<file path="src/rtl/sar_rd_pkg.sv">
package sar_rd_pkg;

    typedef enum logic [3:0] {
        V_1IN_10  = 4'd0,
        V_1IN_12  = 4'd1,
        V_1IN_13S = 4'd2,
        V_2IN_10  = 4'd3,
        V_2IN_12  = 4'd4,
        V_4IN_10  = 4'd5,
        V_4IN_12  = 4'd6,
        V_8IN_10  = 4'd7,
        V_8IN_12  = 4'd8
    } variant_e;

    typedef struct packed {
        logic       has_cmd;
        logic [7:0] cmd;
    } frame_cfg_t;

    localparam int RX_BITS  = 16;
    localparam int CMD_BITS = 8;

    function automatic variant_e norm_variant(input logic [3:0] code);
        return (code > 4'd8) ? V_1IN_10 : variant_e'(code);
    endfunction

    function automatic frame_cfg_t build_cfg(input variant_e v,
                                             input logic [2:0] ch,
                                             input logic diff);
        frame_cfg_t c;
        c.has_cmd = 1'b1;
        unique case (v)
            V_2IN_10, V_2IN_12: c.cmd = {3'b000, 1'b1, ~diff, ch[0], 2'b00};
            V_4IN_10, V_4IN_12: c.cmd = {1'b0, 1'b1, ~diff, 1'b0, ch[1:0], 2'b00};
            V_8IN_10, V_8IN_12: c.cmd = {1'b0, 1'b1, ~diff, ch, 2'b00};
            default: begin
                c.has_cmd = 1'b0;
                c.cmd     = 8'h00;
            end
        endcase
        return c;
    endfunction

    function automatic logic signed [15:0] align_result(input variant_e v,
                                                        input logic [15:0] rx);
        logic signed [15:0] r;
        unique case (v)
            V_1IN_12:                     r = {4'b0, rx[12:1]};
            V_1IN_13S:                    r = {{3{rx[12]}}, rx[12:0]};
            V_2IN_10, V_4IN_10, V_8IN_10: r = {6'b0, rx[15:6]};
            V_2IN_12, V_4IN_12, V_8IN_12: r = {4'b0, rx[15:4]};
            default:                      r = {6'b0, rx[12:3]};
        endcase
        return r;
    endfunction

endpackage

</file>
<file path="src/rtl/sar_sclk_gen.sv">
module sar_sclk_gen #(
    parameter int HALF = 2
) (
    input  logic clk,
    input  logic rst,
    input  logic en,
    output logic tick
);
    localparam int CW = (HALF > 1) ? $clog2(HALF) : 1;

    logic [CW-1:0] cnt;

    always_ff @(posedge clk) begin
        if (rst || !en) begin
            cnt  <= '0;
            tick <= 1'b0;
        end else if (cnt == CW'(HALF - 1)) begin
            cnt  <= '0;
            tick <= 1'b1;
        end else begin
            cnt  <= cnt + 1'b1;
            tick <= 1'b0;
        end
    end
endmodule

</file>
<file path="src/rtl/sar_frame_ctrl.sv">
module sar_frame_ctrl
    import sar_rd_pkg::*;
#(
    parameter int HALF = 2
) (
    input  logic        clk,
    input  logic        rst,
    input  logic        start,
    input  frame_cfg_t  cfg,
    input  logic        spi_miso,
    output logic        busy,
    output logic        done,
    output logic [15:0] rx_word,
    output logic        spi_cs_n,
    output logic        spi_sclk,
    output logic        spi_mosi
);
    typedef enum logic [1:0] {S_IDLE, S_XFER, S_GAP} state_e;

    state_e     state;
    logic       tick;
    logic       has_cmd_r;
    logic [7:0] shreg;
    logic [4:0] bitcnt;
    logic [4:0] nbits;
    logic       gapcnt;

    // Half-period timer runs only inside a frame; it restarts at every start.
    sar_sclk_gen #(.HALF(HALF)) u_sclk_gen (
        .clk  (clk),
        .rst  (rst),
        .en   (state != S_IDLE && !start),
        .tick (tick)
    );

    assign busy = (state != S_IDLE);

    always_ff @(posedge clk) begin
        if (rst) begin
            state     <= S_IDLE;
            spi_cs_n  <= 1'b1;
            spi_sclk  <= 1'b0;
            spi_mosi  <= 1'b0;
            shreg     <= '0;
            bitcnt    <= '0;
            nbits     <= '0;
            has_cmd_r <= 1'b0;
            rx_word   <= '0;
            gapcnt    <= 1'b0;
            done      <= 1'b0;
        end else begin
            done <= 1'b0;
            unique case (state)
                S_IDLE: if (start) begin
                    state     <= S_XFER;
                    spi_cs_n  <= 1'b0;
                    has_cmd_r <= cfg.has_cmd;
                    shreg     <= cfg.cmd;
                    spi_mosi  <= cfg.cmd[7];
                    bitcnt    <= '0;
                    nbits     <= cfg.has_cmd ? 5'(CMD_BITS + RX_BITS) : 5'(RX_BITS);
                end
                S_XFER: if (tick) begin
                    if (!spi_sclk) begin
                        spi_sclk <= 1'b1;
                        bitcnt   <= bitcnt + 1'b1;
                        if (!has_cmd_r || bitcnt >= 5'(CMD_BITS))
                            rx_word <= {rx_word[14:0], spi_miso};
                    end else begin
                        spi_sclk <= 1'b0;
                        if (bitcnt == nbits) begin
                            state    <= S_GAP;
                            spi_cs_n <= 1'b1;
                            spi_mosi <= 1'b0;
                            gapcnt   <= 1'b0;
                            done     <= 1'b1;
                        end else begin
                            shreg    <= {shreg[6:0], 1'b0};
                            spi_mosi <= shreg[6];
                        end
                    end
                end
                default: if (tick) begin
                    gapcnt <= 1'b1;
                    if (gapcnt) state <= S_IDLE;
                end
            endcase
        end
    end

    a_r12_cs_gap: assert property (@(posedge clk) disable iff (rst)
        $rose(spi_cs_n) |=> spi_cs_n);
    a_r10_sclk_idle_low: assert property (@(posedge clk) disable iff (rst)
        spi_cs_n |-> !spi_sclk);
    a_r10_mosi_stable: assert property (@(posedge clk) disable iff (rst)
        $rose(spi_sclk) |-> $stable(spi_mosi));
    a_r11_start_only_idle: assert property (@(posedge clk) disable iff (rst)
        $rose(busy) |-> $past(start));
endmodule

</file>
<file path="src/rtl/sar_spi_reader.sv">
module sar_spi_reader
    import sar_rd_pkg::*;
#(
    parameter int CLK_DIV_HALF = 2,
    parameter int RES_W        = 16
) (
    input  logic             clk,
    input  logic             rst,
    input  logic             req_valid,
    input  logic [2:0]       req_chan,
    input  logic             req_diff,
    input  logic [3:0]       req_variant,
    output logic             busy,
    output logic             res_valid,
    output logic [RES_W-1:0] res_data,
    output logic             spi_cs_n,
    output logic             spi_sclk,
    output logic             spi_mosi,
    input  logic             spi_miso
);
    variant_e   req_var;
    variant_e   cur_var;
    frame_cfg_t cfg;
    logic       start;
    logic       frame_done;
    logic [15:0] rx_word;

    assign req_var = norm_variant(req_variant);
    assign cfg     = build_cfg(req_var, req_chan, req_diff);
    assign start   = req_valid && !busy;

    sar_frame_ctrl #(.HALF(CLK_DIV_HALF)) u_frame (
        .clk      (clk),
        .rst      (rst),
        .start    (start),
        .cfg      (cfg),
        .spi_miso (spi_miso),
        .busy     (busy),
        .done     (frame_done),
        .rx_word  (rx_word),
        .spi_cs_n (spi_cs_n),
        .spi_sclk (spi_sclk),
        .spi_mosi (spi_mosi)
    );

    always_ff @(posedge clk) begin
        if (rst) begin
            cur_var   <= V_1IN_10;
            res_valid <= 1'b0;
            res_data  <= '0;
        end else begin
            res_valid <= frame_done;
            if (start)
                cur_var <= req_var;
            if (frame_done)
                res_data <= RES_W'(align_result(cur_var, rx_word));
        end
    end

    a_r12_valid_pulse: assert property (@(posedge clk) disable iff (rst)
        res_valid |=> !res_valid);
    a_r12_valid_cs_high: assert property (@(posedge clk) disable iff (rst)
        res_valid |-> spi_cs_n);
    a_r3_no_mosi_single: assert property (@(posedge clk) disable iff (rst)
        (!spi_cs_n && cur_var <= V_1IN_13S) |-> !spi_mosi);
endmodule

</file>
<file path="config.mk">
export PLATFORM = sky130hd
export DESIGN_NAME = sar_spi_reader
export DESIGN_NICKNAME = d
export VERILOG_FILES = /design/src/rtl/sar_rd_pkg.sv /design/src/rtl/sar_sclk_gen.sv /design/src/rtl/sar_frame_ctrl.sv /design/src/rtl/sar_spi_reader.sv
export SDC_FILE = /design/constraint.sdc
export NUM_CORES = 1
export LEC_CHECK = 0
export BUFFER_PORTS_ARGS = -buffer_cell sky130_fd_sc_hd__buf_2
export CORE_ASPECT_RATIO = 0.8
export CORE_MARGIN = 1
export CORE_UTILIZATION = 53
export DETAILED_ROUTE_END_ITERATION = 12
export GPL_TIMING_DRIVEN = 0
export HOLD_SLACK_MARGIN = 0.06
export PLACE_DENSITY = 0.86
export SLEW_MARGIN = 10
export SYNTH_ARGS = -nofsm -noshare
export SYNTH_HDL_FRONTEND = slang
export SYNTH_HIERARCHICAL = 1
export SYNTH_SLANG_ARGS = --single-unit
</file>
<file path="constraint.sdc">
create_clock -name clk -period 2.35 [get_ports clk]
set_input_delay 0 -clock clk [delete_from_list [all_inputs] [get_ports clk]]
set_output_delay 0 -clock clk [all_outputs]
set_load 0.05 [all_outputs]
</file>
==> results of run 1 <==
per-layer routing:
metal	wire length, um	part of all wire, %
met2	3680	47
met3	469	6.0
met1	3500	45
met5	0	0
met4	209	2.7
worst min-delay path, cell delays in order:
cell	delay [ps]
clkbuf_1	180
nand3b_1	140
a21oi_1	60
layout make-up:
type                       instances  share of cell area (%)
buffer                            28                    5.10
tap                               78                    2.58
clock buffer                      11                    4.01
inverter                          10                    1.06
clock inverter                     5                    2.05
timing repair buffer              39                    6.16
sequential                        57                    30.2
multi-input combinational        275                    48.9
synthesized netlist by cell type, types with 3 or more instances:
master | n | area, um^2
a211oi_1 | 4 | 30.0
a211oi_2 | 6 | 75.1
a21oi_1 | 34 | 170
a22o_1 | 3 | 26.3
a22oi_1 | 4 | 30.0
a31oi_1 | 11 | 68.8
buf_4 | 6 | 45.0
buf_6 | 4 | 45.0
clkbuf_1 | 11 | 41.3
dfxtp_1 | 57 | 1140
inv_1 | 9 | 33.8
mux2i_1 | 31 | 310
nand2_1 | 30 | 113
nand2b_1 | 8 | 50.1
nand3_1 | 7 | 35.0
nand3b_1 | 5 | 37.5
nor2_1 | 45 | 169
nor2b_1 | 5 | 31.3
nor3_1 | 6 | 30.0
o21ai_0 | 13 | 65.1
o21ai_1 | 3 | 15.0
o22a_1 | 9 | 78.8
or2b_1 | 7 | 52.6
xnor2_1 | 5 | 43.8
path summary, 6_finish.rpt:
| kind | startpoint | end | cells past startpoint |
|---|---|---|---|
| hold / removal | req_variant[1] | cur_var[1] | 3 |
| setup reg to reg | u_frame/state[1] | u_frame/shreg[1] | 10 |
| hold reg to reg | res_data[11] | res_data[11] | 2 |
| setup / recovery | u_frame/state[1] | u_frame/shreg[1] | 10 |
through the flow:
stage | TNS, ps | cell area, um^2 | setup slack, ps | total power [uW]
floorplan | -96.0 | 3200 | -14.2 | 1880
global placement | -2020 | 3440 | -222 | 2030
detailed placement | -1900 | 3440 | -218 | 2060
CTS | 0 | 3760 | 29.0 | 3180
global route | 0 | 3780 | 51.8 | 3360
finish | 0 | 3780 | 142 | 3220
state kept, by name, indices dropped and copies added (netlist names):
register                 cells
u_frame/gapcnt               1
u_frame/spi_mosi             1
u_frame/u_sclk_gen/tick      1
u_frame/spi_sclk             1
cur_var                      4
u_frame/rx_word             16
res_data                    13
u_frame/state                2
res_valid                    1
u_frame/shreg                7
u_frame/u_sclk_gen/cnt       1
u_frame/nbits                2
u_frame/done                 1
u_frame/spi_cs_n             1
u_frame/bitcnt               5
placed cells by master, fill, tap and decap left out, types with 8 or more instances in the layout:
cell / count
clkbuf_1: 10
nor2_1: 45
mux2i_1: 31
a21oi_1: 34
dfxtp_1: 57
buf_2: 31
inv_1: 8
o21ai_0: 13
o22a_1: 9
nand2_1: 30
a31oi_1: 11
buf_4: 11
clkbuf_8: 11
power by group through the flow:
stage,registers (uW),clock network [uW],logic [uW]
after floorplan,1150,0,735
after global routing,1110,1110,1130
after global placement,1120,0,912
final,1100,1060,1060
after detailed placement,1120,0,936
after CTS,1100,1070,1010
what timing repair did:
| item | 4_1_cts | 5_1_grt |
|---|---|---|
| endpoints found under the setup margin | 15 | 13 |
| hold endpoints to repair | 7 | 0 |
| pin swaps | 1 | 1 |
| buffers inserted | 4 | 1 |
| resized for setup | 4 | 5 |
| hold buffers | 5 | 0 |
kinds of logic (layout without fill, tap and decap cells):
kind of cell | after synthesis | in the layout | share of synthesized area [%]
AO/OA/AOI/OAI | 97 | 97 | 20.2
XOR/XNOR | 6 | 6 | 1.65
adder cells (fa/ha/maj) | 2 | 2 | 0.786
buffers and inverters | 38 | 93 | 7.11
flip-flops | 57 | 57 | 35.8
multiplexers | 31 | 31 | 9.75
other | 1 | 3 | 0.118
AND/OR/NAND/NOR | 136 | 136 | 24.5
==> run_results.csv, run 1 <==
group,metric,value,unit
power,p_leak,0.00149,uW
setup_path,crit_path_end_kind,"flop",
global_routing,grt_pass1_wl,12600,um
power,p_comb_share,33.0,%
synthesis,syn_avg_cell_area,8.65,um^2
synthesis,ys_ff_latch,57,
timing,fin_crit_sh,93.9,%
global_routing,grt_usage,26.4,%
timing,finClkSkew,5.83,ps
die,die_area,6320,um^2
drt,routedWlPerCell,15.6,um
setup_path,cp_num_buf_inv,4,
global_routing,globalRoute.totalOverflow,0,
power,power.share.clock,32.7,%
synthesis,synth_cell_types,62,
clocking,cts_buffers,9,
global_routing,grtUsageMet3,7.83,%
worst_hold_path,hold_class,"input pin to flop",
timing,finalHoldViolations,0,
die,fp-row-count,24,
clocking,clk_pin_slew,70,ps
synthesis,seq_area_frac_synth,35.8,%
power,power_density,853,nW/um^2
timing,whs,86.5,ps
power,p_seq_share,34.2,%
die,io_pins,33,
synthesis,ys.flop_type,"dfxtp_1",
die,fp.dieH,71.3,um
final_layout,drive_gt1_share,20.9,%
global_routing,grt_max_degree,11,
outcome,status,"finished clean",
place,place_inst,477,
die,fp.coreArea,5620,um^2
power,swShare,33.2,%
power,p_int,2150,uW
synthesis,synth-edff-count,0,
final_layout,fin_cells,503,
timing,slew_headroom,55.7,%
final_layout,n_antenna_cell,0,
setup_path,crit_path_start_kind,"flop",
global_routing,grt_pass1_vias,2715,
place,place_hpwl,5270,um
run,drv_cap,0,
clocking,cts.sinks,57,
global_routing,grt_busiest_layer,"met2",
die,start_util,56.7,%
drt,vias_per_cell,5.93,
synthesis,syn-cell-area,3180,um^2
final_layout,fin_nets,434,
global_routing,grt_use_met2,40.6,%
setup_path,crit_required,2550,ps
setup_path,cp_max_fo,10,
clocking,htreeDepth,3,
timing,tightest_slew,664,ps
drt,drt_iter0_drc,258,
synthesis,ys_warn_count,6,
setup_path,critPathMaxStageDelay,330,ps
setup_path,reg2reg_slack,140,ps
global_routing,antenna_found_initial,0,
final_layout,fin_util,67.3,%
final_layout,regArea,1140,um^2
setup_path,crit_arrival,2410,ps
drt,drtPass1Iterations,4,
synthesis,netlist_instances,368,
clocking,cts_buffer_depth,2,
power,vdd_drop_max,0.363,mV
timing,min_period,2210,ps
timing,rsz0062_at_grt,"false",
clocking,clock_latency,350,ps
setup_path,critical_path_class,"flop to flop",
power,switchingPower,1070,uW
drt,drc,0,
place,place_congestion,0.904,
drt,drtAntennaViolNets,0,
timing,fmax,453,MHz
clocking,tritoncts,"done",
place,place.port_buffers,29,
setup_path,cpMaxStageDelayCell,"or2_2",
drt,drt-total-wl,7860,um
final_layout,fillCellCount,462,
setup_path,crit_chain,"buf_2 -> clkbuf_4 -> or2_2 -> nand2b_4 -> inv_4 -> nand2b_2 -> o21ai_4 -> and2_1 -> buf_6 -> a211oi_2",
die,dieWidth,88.6,um
global_routing,grt_util_met1,33.3,%
timing,slew_violations,0,
drt,vias,2983,
timing,finalSetupViolCount,0,
setup_path,crit_family,"simple AND/OR/NAND/NOR gates",
synthesis,synthArstFlopShare,0,%
clocking,cts_root_buf,"clkbuf_8",
final_layout,multi_input_area,1850,um^2
final_layout,area_delta_synth_final,18.8,%
No activity file was read; power rests on OpenSTA's default activity.
==> inputs of run 2 (changes only) <==
--- a/config.mk
+++ b/config.mk
@@ -8,11 +8,12 @@
 export BUFFER_PORTS_ARGS = -buffer_cell sky130_fd_sc_hd__buf_2
 export CORE_ASPECT_RATIO = 0.8
 export CORE_MARGIN = 1
-export CORE_UTILIZATION = 53
+export CORE_UTILIZATION = 55
+export CTS_BUF_LIST = sky130_fd_sc_hd__clkbuf_4 sky130_fd_sc_hd__clkbuf_8 sky130_fd_sc_hd__clkbuf_16
 export DETAILED_ROUTE_END_ITERATION = 12
 export GPL_TIMING_DRIVEN = 0
 export HOLD_SLACK_MARGIN = 0.06
-export PLACE_DENSITY = 0.86
+export PLACE_DENSITY = 0.85
 export SLEW_MARGIN = 10
 export SYNTH_ARGS = -nofsm -noshare
 export SYNTH_HDL_FRONTEND = slang
==> constraint.sdc (replaced) <==
create_clock -name clk -period 2.7 [get_ports clk]
set_input_delay 0 -clock clk [delete_from_list [all_inputs] [get_ports clk]]
set_output_delay 0 -clock clk [all_outputs]
set_load 0.05 [all_outputs]
==> run_results.csv, run 2 (same netlist as run 1, synthesis figures left out) <==
group,metric,value,unit
global_routing,globalRoute.totalOverflow,0,
final_layout,fin_nets,433,
clocking,cts_root_buf,"clkbuf_8",
run,drv_cap,0,
drt,top_layer,"met4",
final_layout,area_delta_synth_final,18.3,%
setup_path,worstReg2RegStart,"u_frame/state[1]",
final_layout,fin_util,68.1,%
setup_path,crit_path_end_kind,"flop",
final_layout,reg_top3,"u_frame/rx_word x16, res_data x13, u_frame/shreg x7",
place,dpl_cell_area,3430,um^2
die,fp.dieH,70.0,um
timing,tns,0,ps
clocking,cts.sinks,57,
drt,met1_length,3430,um
die,dieWidth,87.1,um
die,fp.coreArea,5530,um^2
timing,slew_headroom,54.0,%
timing,fmax,401,MHz
drt,vias_per_cell,5.74,
drt,drtAntennaViolNets,0,
clocking,tritoncts,"done",
final_layout,final_cell_mix,"dfxtp_1, nor2_1, a21oi_1, buf_2, mux2i_1",
global_routing,antenna_found_initial,0,
die,fp-row-count,24,
die,io_pins,33,
power,p_leak,0.00148,uW
place,pre_cts_ws,10.4,ps
global_routing,grt_pass1_wl,12400,um
timing,min_period,2500,ps
final_layout,drive_gt1_share,19.9,%
outcome,status,"finished clean",
final_layout,mostFrequentLayoutCell,"dfxtp_1",
timing,setup_ws,203,ps
place,place_hpwl,5140,um
clocking,clock_latency,340,ps
global_routing,grt_max_degree,11,
setup_path,reg2reg_to,"u_frame/shreg[0]",
final_layout,multi_input_area,1840,um^2
timing,rsz0062_at_grt,"false",
setup_path,crit_path_start_kind,"flop",
drt,drtPass1Iterations,6,
setup_path,crit_arrival,2710,ps
final_layout,fillCellCount,437,
worst_hold_path,hold_class,"input pin to flop",
drt,drt-total-wl,7450,um
final_layout,regArea,1140,um^2
drt,dr_wl_met3,548,um
timing,finalHoldViolations,0,
setup_path,cpMaxStageDelayCell,"or2_2",
die,die_area,6100,um^2
setup_path,critical_path_class,"flop to flop",
clocking,cts_buffers,9,
setup_path,crit_required,2920,ps
timing,slew_violations,0,
drt,drc,0,
final_layout,n_antenna_cell,0,
timing,fin_crit_sh,92.5,%
global_routing,grt_usage,26.2,%
clocking,clk_pin_slew,60,ps
timing,finClkSkew,7.98,ps
drt,drt_iter0_drc,264,
clocking,cts_buffer_depth,2,
setup_path,crit_end,"u_frame/shreg[0]",
drt,routedWlPerCell,14.9,um
setup_path,cp_max_fo,10,
final_layout,largest_reg_flops,16,
drt,vias,2877,
setup_path,crit_chain,"buf_2 -> clkbuf_1 -> or2_2 -> nand2b_1 -> inv_2 -> nand2b_2 -> o21ai_4 -> and2_1 -> buf_6 -> o21ai_0",
setup_path,r2r_cells,10,
setup_path,critPathMaxStageDelay,370,ps
place,place_congestion,0.906,
global_routing,grt_pass1_vias,2602,
timing,finalSetupViolCount,0,
setup_path,crit_start,"u_frame/state[1]",
drt,wl_met2,3380,um
clocking,htreeDepth,3,
place,place.port_buffers,29,
final_layout,stdcell_area,3760,um^2
final_layout,regMostFlops,"u_frame/rx_word",
power,power_density,738,nW/um^2
die,start_util,57.6,%
timing,tightest_slew,690,ps
power,vdd_drop_max,0.358,mV
setup_path,reg2reg_slack,200,ps
==> run 2: per-layer routing <==
metal | up-vias | global-route usage [%]
met4 | 0 | 9.07
met1 | 1344 | 35.3
met2 | 119 | 38.5
met3 | 12 | 9.22
met5 | - | 0
li1 | 1402 | -
==> run 2: report_power, final <==
part	internal, uW	total [uW]	switching (uW)
Clock	600	928	328
Combinational	362	888	526
Sequential	918	962	43.2
Total	1880	2780	897
==> run 2: area by class of cell <==
cell class / instances / area share, %
Clock inverter: 2 / 1.60
Inverter: 10 / 0.997
Clock buffer: 13 / 4.59
Sequential cell: 57 / 30.3
Multi-Input combinational cell: 275 / 48.9
Timing Repair Buffer: 38 / 6.05
Buffer: 28 / 5.02
Tap cell: 78 / 2.59
==> run 2: how the worst min path moves through the flow <==
stage / from / end / slack, ps / depth (start not counted)
after floorplan: rst / u_frame/u_sclk_gen/cnt / 70 / 1
after global placement: rst / u_frame/u_sclk_gen/cnt / 230 / 2
after detailed placement: rst / u_frame/u_sclk_gen/cnt / 240 / 2
after CTS: req_diff / u_frame/shreg[5] / 110 / 4
after global routing: req_diff / u_frame/shreg[5] / 130 / 4
final: req_diff / u_frame/shreg[5] / 120 / 4
==> run 2: worst max-delay path, delay by kind of cell, from the launching register on <==
family	cells	cell delay (ps)
DFF	1	290
and+or+nand+nor	4	970
buffers and inverters	4	760
AOI/OAI and AO/OA	2	350
==> run 2: stage by stage <==
step,std cells,total power [uW],hold WS [ps]
finish,501,2780,119
global route,501,2890,127
CTS,498,2740,114
detailed placement,477,1790,238
global placement,477,1760,234
floorplan,370,1630,69.5
==> run 2: repair_timing <==
action,4_1_cts,5_1_grt
setup buffers,0,3
hold buffers,6,0
resized for setup,1,3
endpoints found under the hold margin,7,0
endpoints found under the setup margin,1,9
